## config.mk

```make
export PLATFORM = sky130hd
export DESIGN_NAME = uart_io_port
export DESIGN_NICKNAME = d
export VERILOG_FILES = /design/src/rtl/uart_io_pkg.sv /design/src/rtl/uart_io_tick.sv /design/src/rtl/uart_io_tx.sv /design/src/rtl/uart_io_rx.sv /design/src/rtl/uart_io_port.sv
export SDC_FILE = /design/constraint.sdc
export NUM_CORES = 1
export LEC_CHECK = 0
export ABC_CLOCK_PERIOD_IN_PS = 2200
export BUFFER_PORTS_ARGS = -buffer_cell sky130_fd_sc_hd__buf_4
export CAP_MARGIN = 10
export CORE_ASPECT_RATIO = 1.1
export CORE_MARGIN = 5
export CORE_UTILIZATION = 41
export DETAILED_ROUTE_END_ITERATION = 10
export PLACE_DENSITY = 0.57
export SYNTH_ARGS = -nofsm -noshare
export SYNTH_HDL_FRONTEND = slang
export SYNTH_SLANG_ARGS = --single-unit
```

## constraint.sdc

```tcl
create_clock -name clk -period 2.2 [get_ports clk]
set_input_delay 0.22 -clock clk [delete_from_list [all_inputs] [get_ports clk]]
set_output_delay 0.22 -clock clk [all_outputs]
set_load 0.05 [all_outputs]
```

## src/rtl/uart_io_pkg.sv

```systemverilog
package uart_io_pkg;
    localparam int OVS = 16;
    localparam logic [7:0] PORT_DATA = 8'h0F;
    localparam logic [7:0] PORT_STAT = 8'h2F;

    typedef enum logic [2:0] {RX_IDLE, RX_START, RX_DATA, RX_STOP, RX_HOLD} rx_st_e;

    typedef struct packed {
        logic       busy;
        logic [9:0] frame;
        logic [3:0] bitn;
        logic [3:0] sub;
    } tx_state_t;

    typedef struct packed {
        rx_st_e     st;
        logic [1:0] sync;
        logic [3:0] sub;
        logic [2:0] bitn;
        logic [7:0] shreg;
        logic       done;
        logic       bad;
    } rx_state_t;

    typedef struct packed {
        logic       wr_act;
        logic       rd_act;
        logic       rd_data;
        logic       rd_stat;
        logic [7:0] rx_byte;
        logic       avail;
        logic       ovr;
        logic       ferr;
        logic       nmi;
    } bus_state_t;
endpackage

```

## src/rtl/uart_io_tick.sv

```systemverilog
module uart_io_tick #(
    parameter int DIV = 27
) (
    input  logic clk,
    input  logic rst_n,
    input  logic clr,
    output logic tick
);
    localparam int CW = (DIV > 1) ? $clog2(DIV) : 1;
    logic [CW-1:0] cnt_q, cnt_d;

    always_comb begin
        tick  = !clr && (cnt_q == CW'(DIV - 1));
        cnt_d = (clr || tick) ? '0 : cnt_q + 1'b1;
    end

    always_ff @(posedge clk) begin
        if (!rst_n) cnt_q <= '0;
        else        cnt_q <= cnt_d;
    end
endmodule

```

## src/rtl/uart_io_tx.sv

```systemverilog
module uart_io_tx import uart_io_pkg::*; #(
    parameter int DIV = 27
) (
    input  logic       clk,
    input  logic       rst_n,
    input  logic       start,
    input  logic [7:0] data,
    output logic       txd,
    output logic       busy
);
    tx_state_t s_q, s_d;
    logic      tick, load, bit_end;

    assign load    = start && !s_q.busy;
    assign bit_end = s_q.busy && tick && (s_q.sub == 4'(OVS - 1));

    uart_io_tick #(.DIV(DIV)) i_tick (.clk(clk), .rst_n(rst_n), .clr(load), .tick(tick));

    always_comb begin
        s_d = s_q;
        if (load) begin
            s_d.busy  = 1'b1;
            s_d.frame = {1'b1, data, 1'b0};
            s_d.bitn  = '0;
            s_d.sub   = '0;
        end else if (s_q.busy && tick) begin
            if (bit_end) begin
                s_d.sub = '0;
                if (s_q.bitn == 4'd9) begin
                    s_d.busy = 1'b0;
                end else begin
                    s_d.bitn  = s_q.bitn + 1'b1;
                    s_d.frame = {1'b1, s_q.frame[9:1]};
                end
            end else begin
                s_d.sub = s_q.sub + 1'b1;
            end
        end
    end

    always_ff @(posedge clk) begin
        if (!rst_n) s_q <= '{busy: 1'b0, frame: '1, bitn: '0, sub: '0};
        else        s_q <= s_d;
    end

    assign txd  = s_q.busy ? s_q.frame[0] : 1'b1;
    assign busy = s_q.busy;

    // the line only moves at bit boundaries during a frame
    a_r1_txd_steady: assert property (@(posedge clk) disable iff (!rst_n)
        (s_q.busy && !bit_end) |=> $stable(txd));
    // a frame always ends on a high stop level
    a_r1_stop_high: assert property (@(posedge clk) disable iff (!rst_n)
        $fell(s_q.busy) |-> $past(txd));
endmodule

```

## src/rtl/uart_io_rx.sv

```systemverilog
module uart_io_rx import uart_io_pkg::*; #(
    parameter int DIV = 27
) (
    input  logic       clk,
    input  logic       rst_n,
    input  logic       rxd,
    output logic       done,
    output logic       bad,
    output logic [7:0] data
);
    rx_state_t s_q, s_d;
    logic      tick, rxs, hunting;

    assign rxs     = s_q.sync[1];
    assign hunting = (s_q.st == RX_IDLE) || (s_q.st == RX_HOLD);

    uart_io_tick #(.DIV(DIV)) i_tick (.clk(clk), .rst_n(rst_n), .clr(hunting), .tick(tick));

    always_comb begin
        s_d      = s_q;
        s_d.sync = {s_q.sync[0], rxd};
        s_d.done = 1'b0;
        s_d.bad  = 1'b0;
        unique case (s_q.st)
            RX_IDLE: if (!rxs) begin
                s_d.st  = RX_START;
                s_d.sub = '0;
            end
            RX_START: if (tick) begin
                if (s_q.sub == 4'(OVS / 2 - 1)) begin
                    s_d.sub  = '0;
                    s_d.bitn = '0;
                    s_d.st   = rxs ? RX_IDLE : RX_DATA;
                end else begin
                    s_d.sub = s_q.sub + 1'b1;
                end
            end
            RX_DATA: if (tick) begin
                if (s_q.sub == 4'(OVS - 1)) begin
                    s_d.sub   = '0;
                    s_d.shreg = {rxs, s_q.shreg[7:1]};
                    if (s_q.bitn == 3'd7) s_d.st = RX_STOP;
                    else                  s_d.bitn = s_q.bitn + 1'b1;
                end else begin
                    s_d.sub = s_q.sub + 1'b1;
                end
            end
            RX_STOP: if (tick) begin
                if (s_q.sub == 4'(OVS - 1)) begin
                    s_d.sub  = '0;
                    s_d.done = 1'b1;
                    s_d.bad  = !rxs;
                    s_d.st   = rxs ? RX_IDLE : RX_HOLD;
                end else begin
                    s_d.sub = s_q.sub + 1'b1;
                end
            end
            RX_HOLD: if (rxs) s_d.st = RX_IDLE;
            default: s_d.st = RX_IDLE;
        endcase
    end

    always_ff @(posedge clk) begin
        if (!rst_n) s_q <= '{st: RX_IDLE, sync: 2'b11, sub: '0, bitn: '0,
                             shreg: '0, done: 1'b0, bad: 1'b0};
        else        s_q <= s_d;
    end

    assign done = s_q.done;
    assign bad  = s_q.bad;
    assign data = s_q.shreg;

    // a start pulse gone by mid-bit sends the receiver back to hunting
    a_r7_glitch_reject: assert property (@(posedge clk) disable iff (!rst_n)
        (s_q.st == RX_START && tick && s_q.sub == 4'(OVS / 2 - 1) && rxs) |=> (s_q.st == RX_IDLE));
endmodule

```

## src/rtl/uart_io_port.sv

```systemverilog
module uart_io_port import uart_io_pkg::*; #(
    parameter int CLK_HZ  = 50_000_000,
    parameter int BAUD    = 115_200,
    parameter bit READ_EN = 1'b1
) (
    input  logic       clk,
    input  logic       rst_n,
    input  logic [7:0] addr,
    input  logic [7:0] data_in,
    output logic [7:0] data_out,
    output logic       data_oe,
    input  logic       iorq_n,
    input  logic       rd_n,
    input  logic       wr_n,
    output logic       txd,
    input  logic       rxd,
    output logic       nmi_en
);
    localparam int DIV = CLK_HZ / (BAUD * OVS);

    bus_state_t s_q, s_d;
    logic       wr_now, rd_now, wr_pulse, rd_end, tx_start, tx_busy;
    logic       rx_done, rx_bad;
    logic [7:0] rx_data;

    assign wr_now   = !iorq_n && !wr_n;
    assign rd_now   = READ_EN && !iorq_n && !rd_n;
    assign wr_pulse = wr_now && !s_q.wr_act;
    assign rd_end   = s_q.rd_act && !rd_now;
    assign tx_start = wr_pulse && (addr == PORT_DATA);

    uart_io_tx #(.DIV(DIV)) i_tx (
        .clk(clk), .rst_n(rst_n), .start(tx_start), .data(data_in),
        .txd(txd), .busy(tx_busy));

    uart_io_rx #(.DIV(DIV)) i_rx (
        .clk(clk), .rst_n(rst_n), .rxd(rxd),
        .done(rx_done), .bad(rx_bad), .data(rx_data));

    always_comb begin
        s_d         = s_q;
        s_d.wr_act  = wr_now;
        s_d.rd_act  = rd_now;
        s_d.rd_data = rd_now && (addr == PORT_DATA);
        s_d.rd_stat = rd_now && (addr == PORT_STAT);
        if (wr_pulse && addr == PORT_STAT) s_d.nmi = data_in[0];
        if (rd_end && s_q.rd_data) s_d.avail = 1'b0;
        if (rd_end && s_q.rd_stat) begin
            s_d.ovr  = 1'b0;
            s_d.ferr = 1'b0;
        end
        if (rx_done) begin
            s_d.ovr     = s_d.ovr | s_d.avail;
            s_d.avail   = 1'b1;
            s_d.rx_byte = rx_data;
            if (rx_bad) s_d.ferr = 1'b1;
        end
    end

    always_ff @(posedge clk) begin
        if (!rst_n) s_q <= '{wr_act: 1'b0, rd_act: 1'b0, rd_data: 1'b0, rd_stat: 1'b0,
                             rx_byte: '0, avail: 1'b0, ovr: 1'b0, ferr: 1'b0, nmi: 1'b0};
        else        s_q <= s_d;
    end

    assign data_oe  = rd_now && (addr == PORT_DATA || addr == PORT_STAT);
    assign data_out = (addr == PORT_DATA) ? s_q.rx_byte
                                          : {4'b0000, tx_busy, s_q.ferr, s_q.ovr, s_q.avail};
    assign nmi_en   = s_q.nmi;

    // the bus is driven only inside a read access
    a_r9_oe_needs_read: assert property (@(posedge clk) disable iff (!rst_n)
        data_oe |-> (!iorq_n && !rd_n));
    // a byte landing on unread data flags an overrun
    a_r5_overrun_set: assert property (@(posedge clk) disable iff (!rst_n)
        (rx_done && s_q.avail && !(rd_end && s_q.rd_data)) |=> (s_q.ovr && s_q.avail));
    // the enable bit moves only on a write to the status port
    a_r8_nmi_hold: assert property (@(posedge clk) disable iff (!rst_n)
        !(wr_pulse && addr == PORT_STAT) |=> $stable(nmi_en));
endmodule

```

# Yosys cells after proc, flatten, opt, wreduce, memory -nomap -nowiden
# Cells that the tools add are included.
# totals
out_inout_bits	11
wordCells	138
input_bits	22
register_bits	66
# op_classes
muxes	36
reduce_logical	47
n_eq_ne	24
bitwise_logic	3
n_addsub	6
# ops
operator	n
$mux W3	13
$mux W19	2
$mux W15	2
$mux W4	5
$logic_and A1 B1 Y1	16
$pmux W4 S4	1
$pmux W3 S5	1
$reduce_and A3 Y1	5
$mux W13	1
$add A4 B1 Y4 const B	3
$eq A4 B4 Y1 const B	3
$ne A2 B2 Y1 const B	6
$mux W11	1
$add A5 B1 Y5 const B	2
$eq A5 B5 Y1 const B	2
$ne A2 B1 Y1 const B	5
$logic_not A1 Y1	9
$reduce_and A9 Y1	1
$eq A8 B4 Y1 const B	1
$eq A8 B6 Y1 const B	1
$mux W8	1
$reduce_bool A2 Y1	4
$mux W7	1
$eq A3 B2 Y1 const B	2
other kinds (16)	28

# Logic depth before layout (Yosys ltp)
# Gate-level depths: netlist (run 1).
# logic_depth
word_depth	12
mapped_depth	9
mapped_depth_nobuf	7

# Modules after synthesis
# A second synthesis (run 1) with hierarchy kept.
# unflattened
cells_unflattened	340
area_unflattened_um2	3316.9
# modules_own_cells
mod	seq_area_each_um2	instances	cells_per_inst	area_per_inst_um2
uart_io_rx	440.4	1	126	1187.4
uart_io_tx	360.3	1	104	1012.2
uart_io_port	320.3	1	68	701.9
uart_io_tick	100.1	2	21	207.7

# Least setup slack after synthesis (run 1)
# No wires, ideal clock.
# synth_timing
path_kind	input-to-output
start	input port addr[4]
end	output port data_oe
t_required_ns	1.980
path_slack_ns	0.099
arrival_ns	1.881
path_buffers	0
stages	2
path_cell_list	or4_1 -> nor3_1
# synth_via
elab_chain_len	3
elab_cells_between_ends	4
classes_between	2 x eq/ne; 2 x reduce/logical
# synth_lines
item	line	source
from (decl)	uart_io_port.sv:8	input logic [7:0] addr,
$eq A8 B4 Y1 / $eq A8 B6 Y1 (equally long branches)	uart_io_port.sv:66	assign data_oe = rd_now && (addr == PORT_DATA || addr == PORT_STAT);
$logic_or A1 B1 Y1 *	uart_io_port.sv:66	
$logic_and A1 B1 Y1 *	uart_io_port.sv:66	
to (decl)	uart_io_port.sv:11	output logic data_oe,
# Every way passes the cells marked *; elsewhere a longest branch is shown, timed or not.

# Worst setup path after layout (run 1)
# layout_timing
start	register i_tx.i_tick.cnt_q[0]
end	register i_tx.s_q[10] (netlist bit)
# layout_via
elab_chain_len	6
elab_cells_between_ends	7
classes_between	1 x eq/ne; 6 x reduce/logical
# layout_lines
item	line	source
from (decl)	uart_io_tick.sv:10	logic [CW-1:0] cnt_q, cnt_d;
from (signal assigned)	uart_io_tick.sv:19	else cnt_q <= cnt_d;
$eq A5 B5 Y1 *	uart_io_tick.sv:13	tick = !clr && (cnt_q == CW'(DIV - 1));
$logic_and A1 B1 Y1 *	uart_io_tick.sv:13	
$logic_and A1 B1 Y1 *	uart_io_tx.sv:15, uart_io_tx.sv:26	
$logic_and A1 B1 Y1	uart_io_tx.sv:15	assign bit_end = s_q.busy && tick && (s_q.sub == 4'(OVS - 1));
$reduce_bool A2 Y1 (no line)	-	
$reduce_and A3 Y1 (no line) *	-	
to (signal assigned)	uart_io_tx.sv:42	if (!rst_n) s_q <= '{busy: 1'b0, frame: '1, bitn: '0, sub: '0};
to (decl)	uart_io_tx.sv:11	tx_state_t s_q, s_d;
# Marked as above.
# A chain may end at the register's enable or synchronous reset.

==> metrics, run 1 <==
global-route usage over all layers=14.66%; Peak VDD IR=0.3522 mV; Clock Sinks=66; met2 wire length=3.062 mm; Post-CTS Setup Repair Bufs=0; critical path class=reg -> reg; post-layout power=2471 uW; P&R area growth vs syn=17.56%; drt via density=5.192; Placed Instance Area=0.003366 mm^2; Critical Path AT=2.23 ns; #FFs+latches synth=66; Top Metal Used=met4; final wirelength=6.090 mm; WP data required=2.43 ns; Tmin final=1.994 ns; Yosys cell types=48; die area=0.009284 mm^2; IO Port Bufs=32; Pins Over Slew Limit=0; mapped cell area=0.003057 mm^2; Layout fillers=709; Ports=33; non-filler cells, final=458; pwr/cell area=687.6 mW/mm^2; nets@finish=398; synth top area cells=dfxtp_1 43%, mux2i_1 9.8%, nor2_1 6.3%, ha_1 4.1%, nand2_1 3.7%; number of enable flip-flop cells after synthesis=0; clock buffer depth=2; drt wl/cell=13.30 um; initial antenna violation count=0; Worst slew margin=55.97%; status=finished clean; Skew-Pair Late Insertion Delay=0.35 ns; vias in the first global route=2311; grt total ovfl=0; Max-cap violations=0; routability cong.=0.7746; Resized cells post-CTS=0; drt drc=0; vias post-DR=2378; initial DRC count=56; final hold vios=0; placed instance count=442; core area=0.007350 mm^2; CTS root buffer=clkbuf_8; post-DP HPWL=4.320 mm; worst-path maximum fanout=9; area leader, netlist=dfxtp_1; final hold slack=0.03795 ns; final setup fails=0; Starting Density=41.59%; antenna cell count=0; CTS clk-pin slew, worst paths=0.07 ns; hold_buf cts=0; post-route antenna net violation count=0; RSZ-0062 raised after global routing=no; max frequency=0.5015 GHz; largest net degree at the start of global routing=20; Critical Path Start Type=register; H-Tree Depth=3; CP endpoint kind=register; CTS tree=built; clock buffer count from CTS=9; die extent in x=92.33 um; sequential element share of the synthesized area=43.23%; Chip Height=100.6 um; Synth warnings=0; HP Class=in -> reg; syn nets=365; Worst-Margin Slew=0.6597 ns; Cells after Synth=333; Clock Skews=0.009152 ns; area fraction of the dominant cell type after synthesis=43.23%; met1 WL=2.650 mm; fin crit share=90.64%; Post-synth ARST share=0%; setup TNS=0 ns; first-pass iteration count of the detailed router=4; cell row count=33; design area=0.003593 mm^2; Pleak=0.001469 uW; metal3 WL=282 um; first-pass GRT wire length=10.79 mm; top_reg_cell synth=dfxtp_1; share of cells above drive strength 1=19.68%; Avg Cell Area, Syn=9.179 um^2
[flip-flops by register name, summed over array words and instances (netlist names)]
name,cells
i_rx.bad,1
i_rx.data,8
i_rx.done,1
i_rx.i_tick.cnt_q,5
i_rx.rxs,1
i_rx.s_d,1
i_rx.s_q,10
i_tx.busy,1
i_tx.i_tick.cnt_q,5
i_tx.s_q,17
nmi_en,1
s_q,15
[report_power, final]
part           switching [uW]  leakage (uW)  internal [uW]  total, uW
registers                11.4      0.000533           1200       1220
logic                    54.3      0.000823           49.4        104
clock network             482      0.000112            670       1150
[metal layers]
layer	up-vias	global-route usage, %
li1	1220	-
met1	1105	16.95
met2	43	24.55
met3	10	5.078
met4	0	6.400
met5	-	0
[critical path, stage by stage (launching register included)]
cell and delay, ns:
dfxtp_1 0.34, inv_1 0.06, ha_1 0.24, nand4b_2 0.18, nor3_4 0.47, mux2_2 0.39, mux2i_1 0.13, nand2_1 0.07
[synthesized netlist by cell type, types with 2 or more instances]
| master | n |
|---|---|
| a211oi_1 | 2 |
| a21oi_1 | 11 |
| a22oi_1 | 3 |
| a31oi_1 | 2 |
| and2_1 | 7 |
| and3_1 | 4 |
| and4b_1 | 2 |
| buf_2 | 5 |
| buf_4 | 3 |
| clkbuf_1 | 6 |
| dfxtp_1 | 66 |
| ha_1 | 10 |
| inv_1 | 7 |
| mux2_1 | 4 |
| mux2_2 | 8 |
| mux2i_1 | 30 |
| nand2_1 | 30 |
| nand2b_1 | 4 |
| nand3_1 | 13 |
| nand4_1 | 4 |
| nand4b_1 | 3 |
| nor2_1 | 51 |
| nor2b_1 | 2 |
| nor3_1 | 9 |
| nor3b_1 | 2 |
| nor4_1 | 2 |
| o211ai_1 | 5 |
| o21ai_0 | 8 |
| or3_1 | 4 |
| xnor2_1 | 4 |
| xor2_1 | 5 |
[cells by family after synthesis]
group                      after synthesis  share of synthesized area, %
and+or+nand+nor                        149                         25.58
buffers and inverters                   23                         3.643
AOI/OAI and AO/OA                       34                         6.631
adders and majority gates               10                         4.093
xor gates and xnor gates                 9                         2.579
muxes                                   42                         14.24
DFF                                     66                         43.23
[stage by stage]
| step | util [%] | worst slack (ns) |
|---|---|---|
| 6_report | 48.89 | 0.2060 |
| 5_1_grt | 48.89 | 0.06104 |
| 4_1_cts | 48.89 | 0.2023 |
| 3_5_place_dp | 45.80 | 0.2193 |
| 3_3_place_gp | 45.80 | 0.2256 |
| 2_1_floorplan | - | 0.09937 |
[placed cells by master, fill, tap and decap left out, drive strengths merged, types with 4 or more instances in the layout]
cell / count
a21oi: 12
and2: 8
and3: 4
buf: 38
clkbuf: 10
dfxtp: 66
ha: 10
inv: 7
mux2: 12
mux2i: 30
nand2: 30
nand2b: 4
nand3: 13
nand4: 4
nand4b: 4
nor2: 53
nor3: 10
nor3b: 4
o211ai: 5
o21ai: 9
or3: 4
xnor2: 4
xor2: 5
[worst paths after layout]
kind              slack (ns)                         to                             from  cells after the start
setup / recovery        0.21  i_tx.s_q[10]$_SDFFE_PN1P_  i_tx.i_tick.cnt_q[0]$_SDFF_PP0_                      7
hold / removal          0.04         s_q[15]$_SDFF_PN0_                             wr_n                      2
setup reg to reg        0.21  i_tx.s_q[10]$_SDFFE_PN1P_  i_tx.i_tick.cnt_q[0]$_SDFF_PP0_                      7
hold reg to reg         0.42        i_rx.rxs$_SDFF_PN1_          i_rx.s_d[18]$_SDFF_PN1_                      1
[area by class of cell]
cell class | instances | area [um^2] | area share (%)
Multi-Input combinational cell | 244 | 1624 | 45.20
Sequential cell | 66 | 1321 | 36.77
Timing Repair Buffer | 38 | 285.3 | 7.939
Clock buffer | 10 | 137.6 | 3.830
Tap cell | 87 | 108.9 | 3.029
Clock inverter | 6 | 90.09 | 2.507
Inverter | 7 | 26.28 | 0.7312
Power figures use the tool's default switching activity.
==> run 2, diff against run 1 <==
--- a/config.mk
+++ b/config.mk
@@ -10,9 +10,10 @@
 export CAP_MARGIN = 10
 export CORE_ASPECT_RATIO = 1.1
 export CORE_MARGIN = 5
-export CORE_UTILIZATION = 41
+export CORE_UTILIZATION = 50
 export DETAILED_ROUTE_END_ITERATION = 10
-export PLACE_DENSITY = 0.57
+export HOLD_SLACK_MARGIN = 0.08
+export PLACE_DENSITY = 0.68
 export SYNTH_ARGS = -nofsm -noshare
 export SYNTH_HDL_FRONTEND = slang
 export SYNTH_SLANG_ARGS = --single-unit
==> run 2 against run 1 <==
Compared with the run above:
- register-to-register slack better by 0.08 ns
- final area up 0.49%
- sequential share of layout area is 0.18 points lower
- maximum frequency increased by 1.9%
- critical endpoint is now data_out[0]
- sequential power barely moved
- die area shrank 16%
- global-route usage rose by 1.4 points
- flip-flop and latch count unchanged
- via count decreased by 0.67%
- setup slack improved by 0.038 ns
- count of clock-buffer cells in the layout rose by 1
- first-iteration DRC count stayed put
==> metrics, run 2 (synthesis gave the netlist of run 1 again) <==
status=finished clean; Worst-Margin Slew=0.5623 ns (-0.09740 ns); met3 Use GR=4.570% (-0.51 points); Tmin final=1.956 ns (-0.03761 ns); post-route antenna net violation count=0 (unchanged); final setup fails=0 (unchanged); final hold vios=0 (unchanged); initial DRC count=56 (unchanged); Pint=1895 uW (-1.5%); Pins Over Slew Limit=0 (unchanged); setup TNS=0 ns (unchanged); final wirelength=5.908 mm (-3.0%); Gate power share=4.5% (+0.3 points); Place WS=0.2245 ns (+0.005212 ns); core area=0.005842 mm^2 (-21%); share of cells above drive strength 1=19.15% (-0.53 points); drt drc=0 (unchanged); Most Crowded Layer GR=met2; drt wl/cell=13.04 um (-1.9%); commonest non-fill, non-tap cell in the layout=dfxtp_1; fin crit share=88.93% (-1.7 points); clock buffer depth=2 (unchanged); CTS root buffer=clkbuf_8; Top reg by flops=i_tx.s_q; Layout fillers=518 (-27%); IO Port Bufs=32 (unchanged); Max-cap violations=0 (unchanged); largest net degree at the start of global routing=25 (+25%); Reg power frac=50.3% (+1.1 points); die area=0.007779 mm^2 (-16%); WP data required=1.98 ns (-0.45 ns); Chip Height=92.01 um (-8.5%); routability cong.=0.7956 (+2.7%); Clock Sinks=66 (unchanged); post-DP HPWL=4.084 mm (-5.5%); Critical Path Start Type=input port; Clock Skews=0.006790 ns (-0.002362 ns); Critical Path AT=1.74 ns (-0.49 ns); vias post-DR=2362 (-0.67%); Pleak=0.001486 uW (+1.2%); met2 usage=26.24% (+1.7 points); global-route usage over all layers=16.06% (+1.4 points); Resized cells post-CTS=0 (unchanged); CP endpoint kind=output pin; biggest registers after layout=i_tx.s_q: 17 flops, s_q: 15 flops, i_rx.s_q: 10 flops; Peak VDD IR=0.3961 mV (+12%); initial antenna violation count=0 (unchanged); critical path class=in -> out; met1 Use GR=19.68% (+2.7 points); antenna cell count=0 (unchanged); worst-path maximum fanout=9 (unchanged); H-Tree Depth=3 (unchanged); Worst slew margin=62.46% (+6.5 points); drt via density=5.214 (+0.42%); Starting Density=52.32% (+11 points); hold_buf cts=4 (+4); Multi-input gate area=0.001624 mm^2 (unchanged); pwr/cell area=669.6 mW/mm^2 (-2.6%); Ports=33 (unchanged); first-pass GRT wire length=10.12 mm (-6.2%); commonest non-fill, non-tap cells in the layout=66 x dfxtp_1, 51 x nor2_1, 39 x buf_4; vias in the first global route=2226 (-3.7%); first-pass iteration count of the detailed router=5 (+1); Clk pwr share=45.2% (-1.4 points); clock buffer count from CTS=9 (unchanged); CTS clk-pin slew, worst paths=0.07 ns (about the same); Skew-Pair Late Insertion Delay=0.34 ns (about the same); max reg flops=17 (unchanged); Post-CTS Setup Repair Bufs=0 (unchanged); P&R area growth vs syn=18.13%; Reg area=0.001321 mm^2 (unchanged); cell row count=29 (-12%); Net Sw Power=522.3 uW (-4.6%); nets@finish=403 (+1.3%); Final WS setup=0.2436 ns (+0.03761 ns); max frequency=0.5111 GHz (+1.9%); Sw Share=21.60% (-0.55 points); HP Class=in -> reg; RSZ-0062 raised after global routing=no; CTS tree=built; grt total ovfl=0 (unchanged); die extent in x=84.55 um (-8.4%)
==> run 2: final timing paths <==
kind / startpoint / endpoint / slack, ns / cells past startpoint
min: data_in[3] / i_tx.s_q[12]$_SDFFE_PN1P_ / 0.09 / 3
min reg2reg: i_rx.s_d[18]$_SDFF_PN1_ / i_rx.rxs$_SDFF_PN1_ / 0.44 / 1
max: addr[4] / data_out[0] / 0.24 / 5
max reg2reg: i_tx.i_tick.cnt_q[0]$_SDFF_PP0_ / i_tx.s_q[11]$_SDFFE_PN1P_ / 0.29 / 8
==> run 2: final cells by class <==
| type | instances | share of cell area [%] |
|---|---|---|
| Timing Repair Buffer | 43 | 9.217 |
| Clock inverter | 5 | 2.183 |
| Sequential cell | 66 | 36.59 |
| Multi-Input combinational cell | 244 | 44.98 |
| Clock buffer | 11 | 3.638 |
| Tap cell | 77 | 2.668 |
| Inverter | 7 | 0.7277 |
==> run 2: worst max-delay path, stage by stage <==
cell and delay (ns):
buf_4 0.11, or4_1 0.60, nor2_4 0.25, mux2_2 0.37, buf_4 0.19
==> run 2: through the flow <==
step           std cells  hold WS, ns  cell area (um^2)  power [uW]  utilization, %
2_1_floorplan        333       0.2911              3057        1300               -
3_3_place_gp         433       0.4005              3361        1345           57.53
3_5_place_dp         433       0.4045              3361        1347           57.53
4_1_cts              453      0.08064              3611        2446           61.81
5_1_grt              453      0.08383              3611        2512           61.81
6_report             453      0.08806              3611        2418           61.81
==> run 2: power by group through the flow <==
stage,Combinational (uW),Sequential (uW),Clock [uW]
after floorplan,61.5,1240,0
after global placement,102,1240,0
after detailed placement,103,1240,0
after CTS,109,1220,1120
after global routing,121,1220,1170
final,108,1220,1090
==> run 2: metal layers <==
| metal | vias up | wire, um |
|---|---|---|
| met1 | 1078 | 2751 |
| met3 | 12 | 247 |
| met5 | - | 0 |
| li1 | 1230 | - |
| met2 | 42 | 2794 |
| met4 | 0 | 115 |
==> run 3, diff against run 2 <==
--- a/config.mk
+++ b/config.mk
@@ -10,10 +10,10 @@
 export CAP_MARGIN = 10
 export CORE_ASPECT_RATIO = 1.1
 export CORE_MARGIN = 5
-export CORE_UTILIZATION = 50
+export CORE_UTILIZATION = 55
 export DETAILED_ROUTE_END_ITERATION = 10
 export HOLD_SLACK_MARGIN = 0.08
-export PLACE_DENSITY = 0.68
+export PLACE_DENSITY = 0.73
 export SYNTH_ARGS = -nofsm -noshare
 export SYNTH_HDL_FRONTEND = slang
 export SYNTH_SLANG_ARGS = --single-unit
==> run 3 against run 2 <==
Compared with the run above:
- power fell by 2.6%
- sequential share of layout area rose by 0.089 points
- flip-flop and latch count did not move
- hold slack improved by 0.0042 ns
- clock skew rose by 0.0019 ns
- non-clock buffer count did not move
- first-iteration DRC count rose by 39%
- wire length fell by 0.54%
- critical path type is now reg -> reg
- largest cell class unchanged
- count of clock-buffer cells in the layout fell by 2
- critical endpoint is now i_tx.s_q[9]$_SDFFE_PN1P_
==> metrics, run 3 (synthesis gave the netlist of run 1 again) <==
status=finished clean; post-layout power=2355 uW (-2.6%); clock buffer depth=2 (unchanged); initial antenna violation count=0 (unchanged); CP endpoint kind=register; Worst-Margin Slew=0.5995 ns (+0.03726 ns); Pins Over Slew Limit=0 (unchanged); Pleak=0.001468 uW (-1.2%); Peak VDD IR=0.4152 mV (+4.8%); final hold vios=0 (unchanged); Tmin final=1.954 ns (-0.002031 ns); CP max-delay cell=nor3_4; Critical Path AT=2.18 ns (+0.44 ns); commonest non-fill, non-tap cell in the layout=dfxtp_1; drt drc=0 (unchanged); Max-cap violations=0 (unchanged); Skew-Pair Late Insertion Delay=0.35 ns (about the same); pwr/cell area=653.7 mW/mm^2 (-2.4%); final wirelength=5.876 mm (-0.54%); max reg flops=17 (unchanged); vias post-DR=2387 (+1.1%); global-route usage over all layers=18.25% (+2.2 points); first-pass GRT wire length=10.11 mm (-0.14%); core area=0.005395 mm^2 (-7.6%); clock buffer count from CTS=9 (unchanged); largest net degree at the start of global routing=20 (-20%); post-DP HPWL=4.131 mm (+1.2%); antenna cell count=0 (unchanged); crit-path max cell delay=0.43 ns (-0.17 ns); setup TNS=0 ns (unchanged); share of cells above drive strength 1=19.41% (+0.27 points); first-pass iteration count of the detailed router=4 (-1); HP Class=in -> reg; fin crit share=88.84% (-0.092 points); CP Cell Sequence=inv_1 > ha_1 > nand4b_2 > nor3_4 > mux2_2 > mux2i_1 > nand2_1; die area=0.007150 mm^2 (-8.1%); grt total ovfl=0 (unchanged); critical path class=reg -> reg; Top reg by flops=i_tx.s_q; non-filler cells, final=451 (-0.44%); worst-path maximum fanout=9 (unchanged); initial DRC count=78 (+39%); Post-CTS Setup Repair Bufs=0 (unchanged); post-route antenna net violation count=0 (unchanged); nets@finish=403 (unchanged); Place WS=0.2382 ns (+0.01372 ns); CTS clk-pin slew, worst paths=0.08 ns (about the same); Ports=33 (unchanged); H-Tree Depth=3 (unchanged); Layout fillers=471 (-9.1%); cell row count=28 (-3.4%); WP data required=2.43 ns (+0.45 ns); drt via density=5.293 (+1.5%); Chip Height=88.19 um (-4.2%); P&R area growth vs syn=17.85%; Final WS setup=0.2456 ns (+0.002031 ns); Clock Sinks=66 (unchanged); commonest non-fill, non-tap cells in the layout=66 x dfxtp_1, 51 x nor2_1, 38 x buf_4; RSZ-0062 raised after global routing=no; final setup fails=0 (unchanged); R2R setup slack=0.25 ns (-0.04 ns); placed instance count=430 (-0.69%); die extent in x=81.08 um (-4.1%); vias in the first global route=2327 (+4.5%); biggest registers after layout=i_tx.s_q: 17 flops, s_q: 15 flops, i_rx.s_q: 10 flops; IO Port Bufs=32 (unchanged); Clock Skews=0.008715 ns (+0.001925 ns); Worst slew margin=59.98% (-2.5 points); Starting Density=56.66% (+4.3 points); CTS tree=built; Critical Path Start Type=register; routability cong.=0.8126 (+2.1%); max frequency=0.5117 GHz (+0.10%); drt wl/cell=13.03 um (-0.10%); CTS root buffer=clkbuf_8
run 3: cell count changes in the layout (fill, tap and decap cells not counted), sizes merged:
cell / delta
clkinvlp: +4
clkinv: -3
clkbuf: -2
inv: +2
buf: -1
bufinv: -1
dlygate4sd3: +1
run 3: cell type report:
| class | count | area [um^2] | area share (%) |
|---|---|---|---|
| sequential | 66 | 1321 | 36.68 |
| multi-input combinational | 244 | 1624 | 45.09 |
| timing repair buffer | 43 | 335.3 | 9.309 |
| inverter | 7 | 26.28 | 0.7294 |
| clock inverter | 7 | 77.57 | 2.154 |
| tap | 75 | 93.84 | 2.605 |
| clock buffer | 9 | 123.9 | 3.439 |
run 3: critical path: cells and delay by family, from the launching register on:
| family | cells | cell delay [ns] |
|---|---|---|
| mux | 2 | 0.52 |
| buf+inv | 1 | 0.06 |
| flops | 1 | 0.34 |
| simple gates | 3 | 0.67 |
| fa+ha+maj | 1 | 0.24 |
run 3: final timing paths:
kind                                        start                         to  cells past startpoint
setup / recovery  i_tx.i_tick.cnt_q[0]$_SDFF_PP0_   i_tx.s_q[9]$_SDFFE_PN1P_                      7
hold / removal                         data_in[1]  i_tx.s_q[10]$_SDFFE_PN1P_                      3
setup reg to reg  i_tx.i_tick.cnt_q[0]$_SDFF_PP0_   i_tx.s_q[9]$_SDFFE_PN1P_                      7
hold reg to reg           i_rx.s_d[18]$_SDFF_PN1_        i_rx.rxs$_SDFF_PN1_                      1
run 3: routing by layer:
layer / global-route usage, % / wire (um)
met1: 22.70 / 2712
met2: 28.98 / 2869
met3: 4.218 / 182
met4: 10.29 / 111
met5: 0 / 0
run 3: timing repair:
item                                   in CTS  in global routing
endpoints found under the hold margin       4                  0
hold buffers                                5                  0
resized for setup                           0                  0
setup endpoints to repair                   0                  0
run 3: through the flow:
stage	area [um^2]	util, %	hold WS [ns]
global placement	3351	62.11	0.3911
finish	3602	66.77	0.09229
floorplan	3057	-	0.2911
CTS	3602	66.77	0.08092
detailed placement	3351	62.11	0.3989
global route	3602	66.77	0.08172
run 3: power breakdown:
| part | switching (uW) | internal [uW] |
|---|---|---|
| clock | 500 | 530 |
| combinational | 54.5 | 55.0 |
| sequential | 11.7 | 1200 |
| total | 566 | 1790 |
